### config.mk
export PLATFORM = sky130hd
export DESIGN_NAME = uart_irq_ident
export DESIGN_NICKNAME = d
export VERILOG_FILES = /design/src/rtl/uart_irq_pkg.sv /design/src/rtl/rx_timeout_det.sv /design/src/rtl/irq_src_flags.sv /design/src/rtl/irq_prio_enc.sv /design/src/rtl/uart_irq_ident.sv
export SDC_FILE = /design/constraint.sdc
export NUM_CORES = 1
export LEC_CHECK = 0
export CAP_MARGIN = 0
export CORE_MARGIN = 10
export CORE_UTILIZATION = 60
export DETAILED_ROUTE_END_ITERATION = 16
export DONT_BUFFER_PORTS = 1
export HOLD_SLACK_MARGIN = 0.15
export PLACE_DENSITY = 0.82
export SETUP_SLACK_MARGIN = 0.4
export SYNTH_ARGS = -nofsm -noshare
export SYNTH_HDL_FRONTEND = slang
export SYNTH_SLANG_ARGS = --single-unit
### constraint.sdc
create_clock -name clk -period 1.96 [get_ports clk]
set_clock_uncertainty 0.05 [all_clocks]
set_input_delay 0.294 -clock clk [delete_from_list [all_inputs] [get_ports clk]]
set_output_delay 0.294 -clock clk [all_outputs]
set_load 0.01 [all_outputs]
### src/rtl/uart_irq_pkg.sv
package uart_irq_pkg;

  typedef enum logic [3:0] {
    ID_MODEM = 4'b0000,
    ID_NONE  = 4'b0001,
    ID_TXE   = 4'b0010,
    ID_RXD   = 4'b0100,
    ID_LINE  = 4'b0110,
    ID_BUSY  = 4'b0111,
    ID_CTO   = 4'b1100
  } irq_id_e;

  // Source index order is priority order: index 0 is highest.
  localparam int S_LINE = 0;
  localparam int S_RXD  = 1;
  localparam int S_CTO  = 2;
  localparam int S_TXE  = 3;
  localparam int S_MDM  = 4;
  localparam int S_BUSY = 5;
  localparam int NSRC   = 6;

  localparam int EN_LINE = 0;
  localparam int EN_RX   = 1;
  localparam int EN_TX   = 2;
  localparam int EN_MDM  = 3;
  localparam int EN_BUSY = 4;
  localparam int NEN     = 5;

  function automatic irq_id_e src_code(input int idx);
    case (idx)
      S_LINE:  return ID_LINE;
      S_RXD:   return ID_RXD;
      S_CTO:   return ID_CTO;
      S_TXE:   return ID_TXE;
      S_MDM:   return ID_MODEM;
      S_BUSY:  return ID_BUSY;
      default: return ID_NONE;
    endcase
  endfunction

endpackage

### src/rtl/rx_timeout_det.sv
module rx_timeout_det #(
  parameter int LVL_W = 5,
  parameter int TICKS = 4
) (
  input  logic             clk,
  input  logic             rst_n,
  input  logic             fifo_en,
  input  logic [LVL_W-1:0] rx_level,
  input  logic             rx_push,
  input  logic             rx_pop,
  input  logic             char_tick,
  output logic             timeout
);
  localparam int CW = $clog2(TICKS + 1);
  localparam logic [CW-1:0] LIM = CW'(TICKS);

  logic [CW-1:0] cnt_q, cnt_d;
  logic          restart, cnt_en;

  always_comb begin
    restart = rx_push | rx_pop | ~fifo_en | (rx_level == '0);
    cnt_en  = char_tick & (cnt_q != LIM);
    cnt_d   = cnt_q;
    if (restart)     cnt_d = '0;
    else if (cnt_en) cnt_d = cnt_q + 1'b1;
  end

  always_ff @(posedge clk or negedge rst_n) begin
    if (!rst_n) cnt_q <= '0;
    else        cnt_q <= cnt_d;
  end

  assign timeout = (cnt_q == LIM);
endmodule

### src/rtl/irq_src_flags.sv
module irq_src_flags #(
  parameter int LVL_W = 5
) (
  input  logic             clk,
  input  logic             rst_n,
  input  logic             fifo_en,
  input  logic             thre_mode,
  input  logic             line_evt,
  input  logic             lsr_rd,
  input  logic [LVL_W-1:0] rx_level,
  input  logic [LVL_W-1:0] rx_trig,
  input  logic             rx_push,
  input  logic             rbr_rd,
  input  logic             thr_empty,
  input  logic [LVL_W-1:0] tx_level,
  input  logic [LVL_W-1:0] tx_thresh,
  input  logic             tx_ack,
  input  logic [3:0]       mdm_lines,
  input  logic             msr_rd,
  input  logic             busy_evt,
  input  logic             usr_rd,
  output logic             line_p,
  output logic             rxd_p,
  output logic             txe_p,
  output logic             mdm_p,
  output logic             busy_p
);
  logic       line_d, rxd_d, txe_d, mdm_d, busy_d;
  logic       txc_q, tx_cond;
  logic [3:0] lines_q;
  logic       mdm_chg;

  always_comb begin
    tx_cond = (fifo_en & thre_mode) ? (tx_level <= tx_thresh) : thr_empty;
    mdm_chg = |(mdm_lines ^ lines_q);
    line_d  = line_evt | (line_p & ~lsr_rd);
    if (fifo_en) rxd_d = (rx_level >= rx_trig);
    else         rxd_d = rx_push | (rxd_p & ~rbr_rd);
    txe_d   = (tx_cond & ~txc_q) | (txe_p & tx_cond & ~tx_ack);
    mdm_d   = mdm_chg | (mdm_p & ~msr_rd);
    busy_d  = busy_evt | (busy_p & ~usr_rd);
  end

  always_ff @(posedge clk or negedge rst_n) begin
    if (!rst_n) begin
      line_p  <= 1'b0;
      rxd_p   <= 1'b0;
      txe_p   <= 1'b0;
      txc_q   <= 1'b0;
      mdm_p   <= 1'b0;
      lines_q <= '0;
      busy_p  <= 1'b0;
    end else begin
      line_p  <= line_d;
      rxd_p   <= rxd_d;
      txe_p   <= txe_d;
      txc_q   <= tx_cond;
      mdm_p   <= mdm_d;
      lines_q <= mdm_lines;
      busy_p  <= busy_d;
    end
  end
endmodule

### src/rtl/irq_prio_enc.sv
module irq_prio_enc
  import uart_irq_pkg::*;
(
  input  logic [NSRC-1:0] act,
  output irq_id_e         id,
  output logic            req
);
  always_comb begin
    id = ID_NONE;
    for (int i = NSRC - 1; i >= 0; i--) begin
      if (act[i]) id = src_code(i);
    end
    req = |act;
  end
endmodule

### src/rtl/uart_irq_ident.sv
module uart_irq_ident
  import uart_irq_pkg::*;
#(
  parameter int LVL_W     = 5,
  parameter int CTO_TICKS = 4
) (
  input  logic             clk,
  input  logic             rst_n,
  input  logic [4:0]       src_en,
  input  logic             fifo_en,
  input  logic             thre_mode,
  input  logic             ovr_err,
  input  logic             par_err,
  input  logic             frm_err,
  input  logic             brk_det,
  input  logic             lsr_rd,
  input  logic [LVL_W-1:0] rx_level,
  input  logic [LVL_W-1:0] rx_trig,
  input  logic             rx_push,
  input  logic             rbr_rd,
  input  logic             char_tick,
  input  logic             thr_empty,
  input  logic [LVL_W-1:0] tx_level,
  input  logic [LVL_W-1:0] tx_thresh,
  input  logic             iir_rd,
  input  logic             cts,
  input  logic             dsr,
  input  logic             ri,
  input  logic             dcd,
  input  logic             msr_rd,
  input  logic             lcr_wr,
  input  logic             uart_busy,
  input  logic             usr_rd,
  output logic [3:0]       irq_id,
  output logic             irq
);
  logic [NSRC-1:0] pend, en_vec, act;
  irq_id_e         id_e;
  logic            tx_ack;

  assign tx_ack = iir_rd & (id_e == ID_TXE);

  irq_src_flags #(.LVL_W(LVL_W)) u_flags (
    .clk       (clk),
    .rst_n     (rst_n),
    .fifo_en   (fifo_en),
    .thre_mode (thre_mode),
    .line_evt  (ovr_err | par_err | frm_err | brk_det),
    .lsr_rd    (lsr_rd),
    .rx_level  (rx_level),
    .rx_trig   (rx_trig),
    .rx_push   (rx_push),
    .rbr_rd    (rbr_rd),
    .thr_empty (thr_empty),
    .tx_level  (tx_level),
    .tx_thresh (tx_thresh),
    .tx_ack    (tx_ack),
    .mdm_lines ({dcd, ri, dsr, cts}),
    .msr_rd    (msr_rd),
    .busy_evt  (lcr_wr & uart_busy),
    .usr_rd    (usr_rd),
    .line_p    (pend[S_LINE]),
    .rxd_p     (pend[S_RXD]),
    .txe_p     (pend[S_TXE]),
    .mdm_p     (pend[S_MDM]),
    .busy_p    (pend[S_BUSY])
  );

  rx_timeout_det #(.LVL_W(LVL_W), .TICKS(CTO_TICKS)) u_cto (
    .clk       (clk),
    .rst_n     (rst_n),
    .fifo_en   (fifo_en),
    .rx_level  (rx_level),
    .rx_push   (rx_push),
    .rx_pop    (rbr_rd),
    .char_tick (char_tick),
    .timeout   (pend[S_CTO])
  );

  always_comb begin
    en_vec[S_LINE] = src_en[EN_LINE];
    en_vec[S_RXD]  = src_en[EN_RX];
    en_vec[S_CTO]  = src_en[EN_RX];
    en_vec[S_TXE]  = src_en[EN_TX];
    en_vec[S_MDM]  = src_en[EN_MDM];
    en_vec[S_BUSY] = src_en[EN_BUSY];
    act = pend & en_vec;
  end

  irq_prio_enc u_enc (
    .act (act),
    .id  (id_e),
    .req (irq)
  );

  assign irq_id = id_e;
endmodule

---- Yosys cells after proc, flatten, opt, wreduce, memory -nomap -nowiden ----
Index checks and enable logic that the tools add are counted.
cells by class
  add/sub/neg operators ................... 1
  multipliers ............................. 0
  divide/modulo/power cells ............... 0
  order comparisons ....................... 2
  equal/unequal tests ..................... 3
  shifts and indexed selects .............. 0
  multiplexer cells ....................... 10
  bitwise logic cells ..................... 31
  reductions and logical operators ........ 4
operators with widths
  kind                                                                    count
  3-bit 2-to-1 mux                                                        5
  4-bit 2-to-1 mux                                                        3
  1-bit AND                                                               11
  1-bit bitwise OR                                                        11
  1-bit inverter                                                          7
  6-bit AND                                                               1
  6-bit OR reduction                                                      1
  5-bit >= comparator                                                     1
  5-bit <= comparator                                                     1
  5-bit zero test                                                         1
  4-bit by 2-bit equality test with 1-bit output (second input constant)  1
  4-bit OR reduction                                                      1
  4-bit XOR                                                               1
  3-bit by 1-bit adder with 3-bit output (second input constant)          1
  3-bit equality test (second input constant)                             1
  3-bit inequality test (second input constant)                           1
  1-bit 2-to-1 mux                                                        2
  2-bit nonzero test                                                      1
word-level totals
  register bits ........................... 13
  latch bits .............................. 0
  RAM bits ................................ 0
  memory bits (read-only) ................. 0
  bits of input ports ..................... 47
  memories ................................ 0

---- Depth between registers and ports, before layout ----
Gate-level depths: netlist of run 1.
  depth after elaboration ................. 13
  depth in mapped cells ................... 7
  depth with buffers taken out ............ 7

---- Modules after synthesis ----
A second synthesis of run 1 with hierarchy kept.
unflattened totals
  cells, all modules ...................... 106
  area, all modules ....................... 955.9 um2
by module, submodules not included
  module          times used  cells each  area each (um2)  seq. area each (um2)
  irq_src_flags   1           66          629.4            250.2
  rx_timeout_det  1           20          195.2            75.1
  irq_prio_enc    1           10          66.3             0.0
  uart_irq_ident  1           10          65.1             0.0

---- Worst setup path before layout of run 1 ----
No wires, ideal clock.
  kind .................................... reg-to-output
  start point ............................. reg u_cto.cnt_q[0]
  end point ............................... out irq
  arrival ................................. 1,261 ps
  data required time ...................... 1,616 ps
  path slack .............................. 355 ps
  stages on the path, launching flop included .. 8
  buffers on the path ..................... 0
  cells stage by stage .................... dfrtp_1 -> inv_1 -> ha_1 -> a21oi_1 -> nor2b_1 -> a21oi_1 -> and3_1 -> nand2_1
on the way
  word-level cells in the longest chain between the ends .. 3
ends and longest elaborated chain
  what                    RTL line              text
  start, declared         rx_timeout_det.sv:17  logic [CW-1:0] cnt_q, cnt_d;
  start signal, assigned  rx_timeout_det.sv:30  else cnt_q <= cnt_d;
  3-bit equality test     rx_timeout_det.sv:33  assign timeout = (cnt_q == LIM);
  6-bit AND               uart_irq_ident.sv:87  act = pend & en_vec;
  6-bit OR reduction      irq_prio_enc.sv:13    req = |act;
  end, declared           uart_irq_ident.sv:35  output logic irq
Every way passes these cells.

---- Worst setup path in the final report of run 1 ----
Same ends and word-level chain as after synthesis.

==> metrics.cfg, run 1 <==
[setup_path]
cp_slowest_cell = dfrtp_1
worstPathArrival_ps = 1480
path_class = register to primary output
crit_path_max_incr_delay_ps = 360
critPathMaxFanout = 3
cp-end-kind = primary output
cp-start-kind = register
path_cells = inv_2, ha_4, a21oi_2, nor2b_2, a21oi_2, and3_4, nand2_4
path_common_cell = a21oi_2
worst_ep_required_time_ps = 1620

[clocking]
cts_buffers = 3
path_clk_slew_ps = 90
h-tree-depth = 1
clk_latency_ps = 280
cts_tree = built
cts_max_path_buffers = 2
cts_sinks = 13
root_buffer = clkbuf_4

[die]
die-area_um2 = 3420
die_width_um = 58.48
core_area_um2 = 1350
rows = 13
initial_core_util = 0.6580
die_y_um = 58.48
ios = 52

[logic_synthesis]
synth_area_leader_cell = dfrtp_1
synth.net_count = 160
synthDistinctLibCells = 29
synthTopCellsByArea = dfrtp_1, ha_1, inv_1, nand2_1, nor2b_1
yosys.area.top_type_share = 0.3662
synth_area_um2 = 888.4
avgSynthCellArea_um2 = 8.796
ys_ff_latch = 13
syn_inst = 101
ys_seq_area_frac = 0.3662
yosys_warnings = 0

[placement]
place_congestion = 0.7536
port_buffers = 0
place_hpwl_um = 1923
dp.cells = 117

[route]
wl_per_cell_um = 19.62
ant_nets = 0
vias = 850
totalWireLength_um = 2786
drc_errors = 0
first_pass_iters = 4
vias_per_cell = 5.986
first_iter_violations = 25

[timing]
fin_crit_sh = 0.9303
drv_slew = 0
maxSlewHeadroom = 0.6145
worst_pin_slew_ps = 576.3
tns_ps = 0
setup_viol = 0
finalHoldViolCount = 0
rsz0062_at_grt = true
min_period_ps = 1823
fmax_mhz = 548.4

[power_and_ir_drop]
max-vdd-ir-drop_uv = 411.5
p_per_area_nw_per_um2 = 525.4
p_leak_nw = 0.5813

[finish]
nNetsFinal = 187
diodes = 0
stdcell_count = 142
drive_gt1_frac = 0.2205
area_delta_synth_final_pct = 36.34
final_core_util = 0.8971
fillers = 55

[grt]
antenna_found_initial = 0
grt_pass1_wl_um = 4388
grt_pass1_vias = 1014
grt_max_degree = 14
grtUsageTotal = 0.1605
use_met1 = 0.1549
grtUsageMet2 = 0.2807
grt_overflow = 0
met3_usage = 0.05794
grt-busiest-layer = met2

[status]
outcome = finished clean

[hold_path]
hold_path.class = input pin to register

[job]
maxCapViolCount = 0

-- critical path: cells and delay by family (launching register included) --
family	cells	cell delay, ps
AOI/OAI and AO/OA	2	250
adders and majority gates	1	160
DFF	1	360
buffers and inverters	1	60
and+or+nand+nor	3	370
-- area by class of cell --
type	count	area (µm²)	area share
timing repair buffer	22	202.7	0.1674
multi-input combinational	71	573.1	0.4731
tap	15	18.77	0.01550
clock buffer	3	22.52	0.01860
clock inverter	1	5.005	0.004132
sequential	13	325.3	0.2686
inverter	17	63.81	0.05269
-- synth_stat cells --
master / number
nand2b_1: 1
o21ai_0: 5
a41oi_1: 1
nor4_1: 1
o2111ai_1: 1
a31oi_1: 1
and4b_1: 1
and3b_1: 1
xor2_1: 1
xnor2_1: 2
nor4bb_1: 1
o211ai_2: 1
nand3_1: 3
o22ai_1: 1
a21oi_1: 7
a32oi_1: 1
and3_1: 2
o211ai_1: 1
nor2b_1: 6
inv_1: 17
nor2_1: 5
dfrtp_1: 13
o31ai_1: 1
nand2_1: 11
nor3_1: 1
ha_1: 12
a21boi_0: 1
or4_1: 1
a222oi_1: 1
-- registers in the layout (all words and copies together), names as in the netlist --
name             cells
u_flags.lines_q      4
u_cto.cnt_q          3
u_flags.busy_p       1
u_flags.line_p       1
u_flags.mdm_p        1
u_flags.rxd_p        1
u_flags.txc_q        1
u_flags.txe_p        1
-- layout by cell type (no fill, tap or decap), drive strengths merged, types with 5 or more instances in the layout --
cell type | Yosys | routed
buf | 0 | 10
dfrtp | 13 | 13
nand2 | 11 | 11
nor2b | 6 | 6
dlygate4sd3 | 0 | 12
ha | 12 | 12
nor2 | 5 | 5
a21oi | 7 | 7
o21ai | 5 | 5
inv | 17 | 17
-- per-layer routing --
metal	vias to the layer above	routed length (µm)
li1	402	-
met1	389	1041
met2	50	1347
met3	9	314
met4	0	82
met5	-	0
-- path summary, 6_finish.rpt --
| kind | startpoint | slack [ps] | depth (start not counted) | endpoint |
|---|---|---|---|---|
| max | u_cto.cnt_q[0] | 140 | 7 | irq |
| min | rx_push | 150 | 3 | u_cto.cnt_q[0] |
| max reg2reg | u_cto.cnt_q[0] | 330 | 10 | u_flags.txe_p |
| min reg2reg | u_flags.lines_q[2] | 500 | 2 | u_flags.mdm_p |
| max in group asynchronous | rst_n | 1100 | 1 | u_flags.txe_p |
| min in group asynchronous | rst_n | 390 | 1 | u_flags.lines_q[1] |
-- report_power, final --
group | internal [mW] | switching, mW
sequential | 0.283 | 0.0128
combinational | 0.0856 | 0.0791
clock | 0.0759 | 0.0995
total | 0.445 | 0.192
-- stage by stage --
stage / setup WS [ps] / total power [mW] / cell area [µm²] / hold WS [ps]
after detailed placement: 301.3 / 0.3959 / 924.6 / -51.18
after global routing: 40.61 / 0.6646 / 1211 / 165.7
final: 136.6 / 0.6364 / 1211 / 153.0
after CTS: 144.9 / 0.6016 / 1149 / 161.1
after floorplan: 413.8 / 0.3767 / 898.4 / -51.59
after global placement: 334.1 / 0.3902 / 924.6 / -51.18
-- kinds of logic (layout without fill, tap and decap cells) --
| kind of cell | after synthesis | after routing | share of synthesized area |
|---|---|---|---|
| AND/OR/NAND/NOR | 34 | 34 | 0.2014 |
| flip-flops | 13 | 13 | 0.3662 |
| buffers and inverters | 17 | 43 | 0.07183 |
| XOR/XNOR | 3 | 3 | 0.02958 |
| AO/OA/AOI/OAI | 22 | 22 | 0.1620 |
| adder cells (fa/ha/maj) | 12 | 12 | 0.1690 |
-- repair_timing --
action                                 CTS  global route
hold buffers                            12             0
pin swaps                                5             6
endpoints found under the hold margin   25             0
setup endpoints to repair                5             6
gates resized for setup                 10             8
buffers inserted                         6             3
No activity file was read; power rests on OpenSTA's default activity.
==> run 2, diff against run 1 <==
--- a/config.mk
+++ b/config.mk
@@ -12,6 +12,7 @@
 export DONT_BUFFER_PORTS = 1
 export HOLD_SLACK_MARGIN = 0.15
 export PLACE_DENSITY = 0.82
+export REMOVE_ABC_BUFFERS = 1
 export SETUP_SLACK_MARGIN = 0.4
 export SYNTH_ARGS = -nofsm -noshare
 export SYNTH_HDL_FRONTEND = slang
==> run 2 against run 1 <==
  * Via count grew 3.2%
  * Die area is the same
  * Clock-buffer cell count grew 1
  * Critical endpoint unchanged
  * Register-to-register slack is essentially flat
==> metrics.cfg, run 2 (synthesis gave the netlist of run 1 again) <==
[status]
outcome = finished clean  ; unchanged

[route]
vias_per_cell = 6.309  ; was 5.986
first_pass_iters = 4  ; unchanged
totalWireLength_um = 2874  ; was 2786 µm
drc_errors = 0  ; unchanged
wl_per_cell_um = 20.68  ; was 19.62 µm
first_iter_violations = 30  ; was 25
vias = 877  ; was 850
ant_nets = 0  ; unchanged

[placement]
place_congestion = 0.7269  ; was 0.7536
port_buffers = 0  ; unchanged
place_hpwl_um = 1807  ; was 1923 µm

[timing]
tns_ps = 0  ; unchanged
fin_crit_sh = 0.9582  ; was 0.9303
setup_viol = 0  ; unchanged
rsz0062_at_grt = true  ; unchanged
fmax_mhz = 532.5  ; was 548.4 MHz
finalHoldViolCount = 0  ; unchanged
drv_slew = 0  ; unchanged
min_period_ps = 1878  ; was 1823 ps
worst_pin_slew_ps = 559.0  ; was 576.3 ps
maxSlewHeadroom = 0.6261  ; was 0.6145
whs_ps = 158.1  ; was 153.0 ps

[clocking]
cts_tree = built  ; unchanged
cts_max_path_buffers = 2  ; unchanged
root_buffer = clkbuf_4  ; unchanged
h-tree-depth = 1  ; unchanged
cts_buffers = 3  ; unchanged
path_clk_slew_ps = 80  ; was 90 ps
clk_latency_ps = 270  ; was 280 ps
cts_sinks = 13  ; unchanged

[finish]
final_common_cell = inv_1  ; unchanged
diodes = 0  ; unchanged
largest_reg_flops = 4  ; unchanged
drive_gt1_frac = 0.1855  ; was 0.2205
regMostFlops = u_flags.lines_q  ; unchanged
area_delta_synth_final_pct = 32.82  ; was 36.34%
layout_common_cells = inv_1, dfrtp_1, dlygate4sd3_1, ha_1, nand2_1  ; unchanged
reg_top3 = u_flags.lines_q x4, u_cto.cnt_q x3  ; unchanged
final_core_util = 0.8740  ; was 0.8971
nNetsFinal = 184  ; was 187

[setup_path]
worstPathArrival_ps = 1530  ; was 1480 ps
critPathMaxFanout = 3  ; unchanged
rr_worst_depth = 9  ; was 10
crit_cells = 7  ; unchanged
cp-start-kind = register  ; unchanged
crit_buf_inv = 1  ; unchanged
cp-end-kind = primary output  ; unchanged
path_class = register to primary output  ; unchanged
regToRegSetupSlack_ps = 340  ; was 330 ps
worst_ep_required_time_ps = 1620  ; about the same
path_cells = inv_2, ha_4, a21oi_4, nor2b_2, a21oi_2, and3_4, nand2_4  ; was inv_2, ha_4, a21oi_2, nor2b_2, a21oi_2, and3_4, nand2_4
crit_path_max_incr_delay_ps = 400  ; was 360 ps
cp_slowest_cell = dfrtp_1  ; unchanged
critPathTopFamily = flip-flops  ; was simple AND/OR/NAND/NOR gates

[grt]
grt_pass1_wl_um = 4554  ; was 4388 µm
grt_pass1_vias = 940  ; was 1,014
grt_overflow = 0  ; unchanged
grtUsageTotal = 0.1689  ; was 0.1605
grt_max_degree = 14  ; unchanged
antenna_found_initial = 0  ; unchanged

[power_and_ir_drop]
p_leak_nw = 0.5623  ; was 0.5813 nW
switchingPower_mw = 0.1680  ; was 0.1915 mW
switching_share = 0.2759  ; was 0.3009
p_int_mw = 0.4407  ; was 0.4449 mW
p_per_area_nw_per_um2 = 515.9  ; was 525.4 nW/µm²
pwr-share-seq = 0.487  ; was 0.465
max-vdd-ir-drop_uv = 319.3  ; was 411.5 µV
pwr-share-comb = 0.247  ; was 0.259
clock_power_share = 0.266  ; was 0.276

[hold_path]
hold_path.class = input pin to register  ; unchanged
whs_path_depth = 2  ; was 3

[die]
rows = 13  ; unchanged
die_width_um = 58.48  ; unchanged
die_y_um = 58.48  ; unchanged
die-area_um2 = 3420  ; unchanged
ios = 52  ; unchanged
initial_core_util = 0.6580  ; unchanged
core_area_um2 = 1350  ; unchanged

[job]
maxCapViolCount = 0  ; unchanged

run 2: cell type report:
cell class                      instances  area, µm²
Clock buffer                            4      26.28
Fill cell                              66      170.2
Inverter                               17      63.81
Multi-Input combinational cell         71      569.3
Sequential cell                        13      325.3
Tap cell                               15      18.77
Timing Repair Buffer                   19      176.4
run 2: metal layers:
metal	GRT usage	wire, µm	up-vias
met5	0	0	-
met4	0.09732	70	0
met3	0.07725	385	6
met2	0.2822	1393	63
met1	0.1689	1025	411
li1	-	-	397
run 2: final timing paths:
| check | startpoint | end |
|---|---|---|
| hold reg to reg | u_flags.lines_q[2] | u_flags.mdm_p |
| hold / removal | dcd | u_flags.mdm_p |
| setup reg to reg | u_cto.cnt_q[0] | u_flags.txe_p |
| setup / recovery | u_cto.cnt_q[0] | irq |
| max in group asynchronous | rst_n | u_flags.lines_q[0] |
| min in group asynchronous | rst_n | u_flags.lines_q[1] |
run 2: power groups by stage:
stage | combinational, mW | clock (mW) | sequential, mW
floorplan | 0.0783 | 0 | 0.296
global placement | 0.0895 | 0 | 0.297
detailed placement | 0.0934 | 0 | 0.298
CTS | 0.140 | 0.160 | 0.294
global route | 0.169 | 0.177 | 0.298
finish | 0.150 | 0.162 | 0.297
run 2: metrics by stage:
stage	setup slack (ps)	power (mW)	instance area, µm²	std cells
final	81.92	0.6087	1180	139
after floorplan	354.9	0.3739	888.4	101
after global routing	20.37	0.6440	1180	139
after detailed placement	205.9	0.3913	914.6	117
after CTS	171.9	0.5938	1151	138
after global placement	252.1	0.3869	914.6	117
run 2: what timing repair did:
action / 4_1_cts / 5_1_grt
setup endpoints to repair: 5 / 6
endpoints found under the hold margin: 25 / 0
pin swaps: 3 / 4
buffers inserted: 5 / 1
gates resized for setup: 14 / 4
hold buffers: 12 / 0
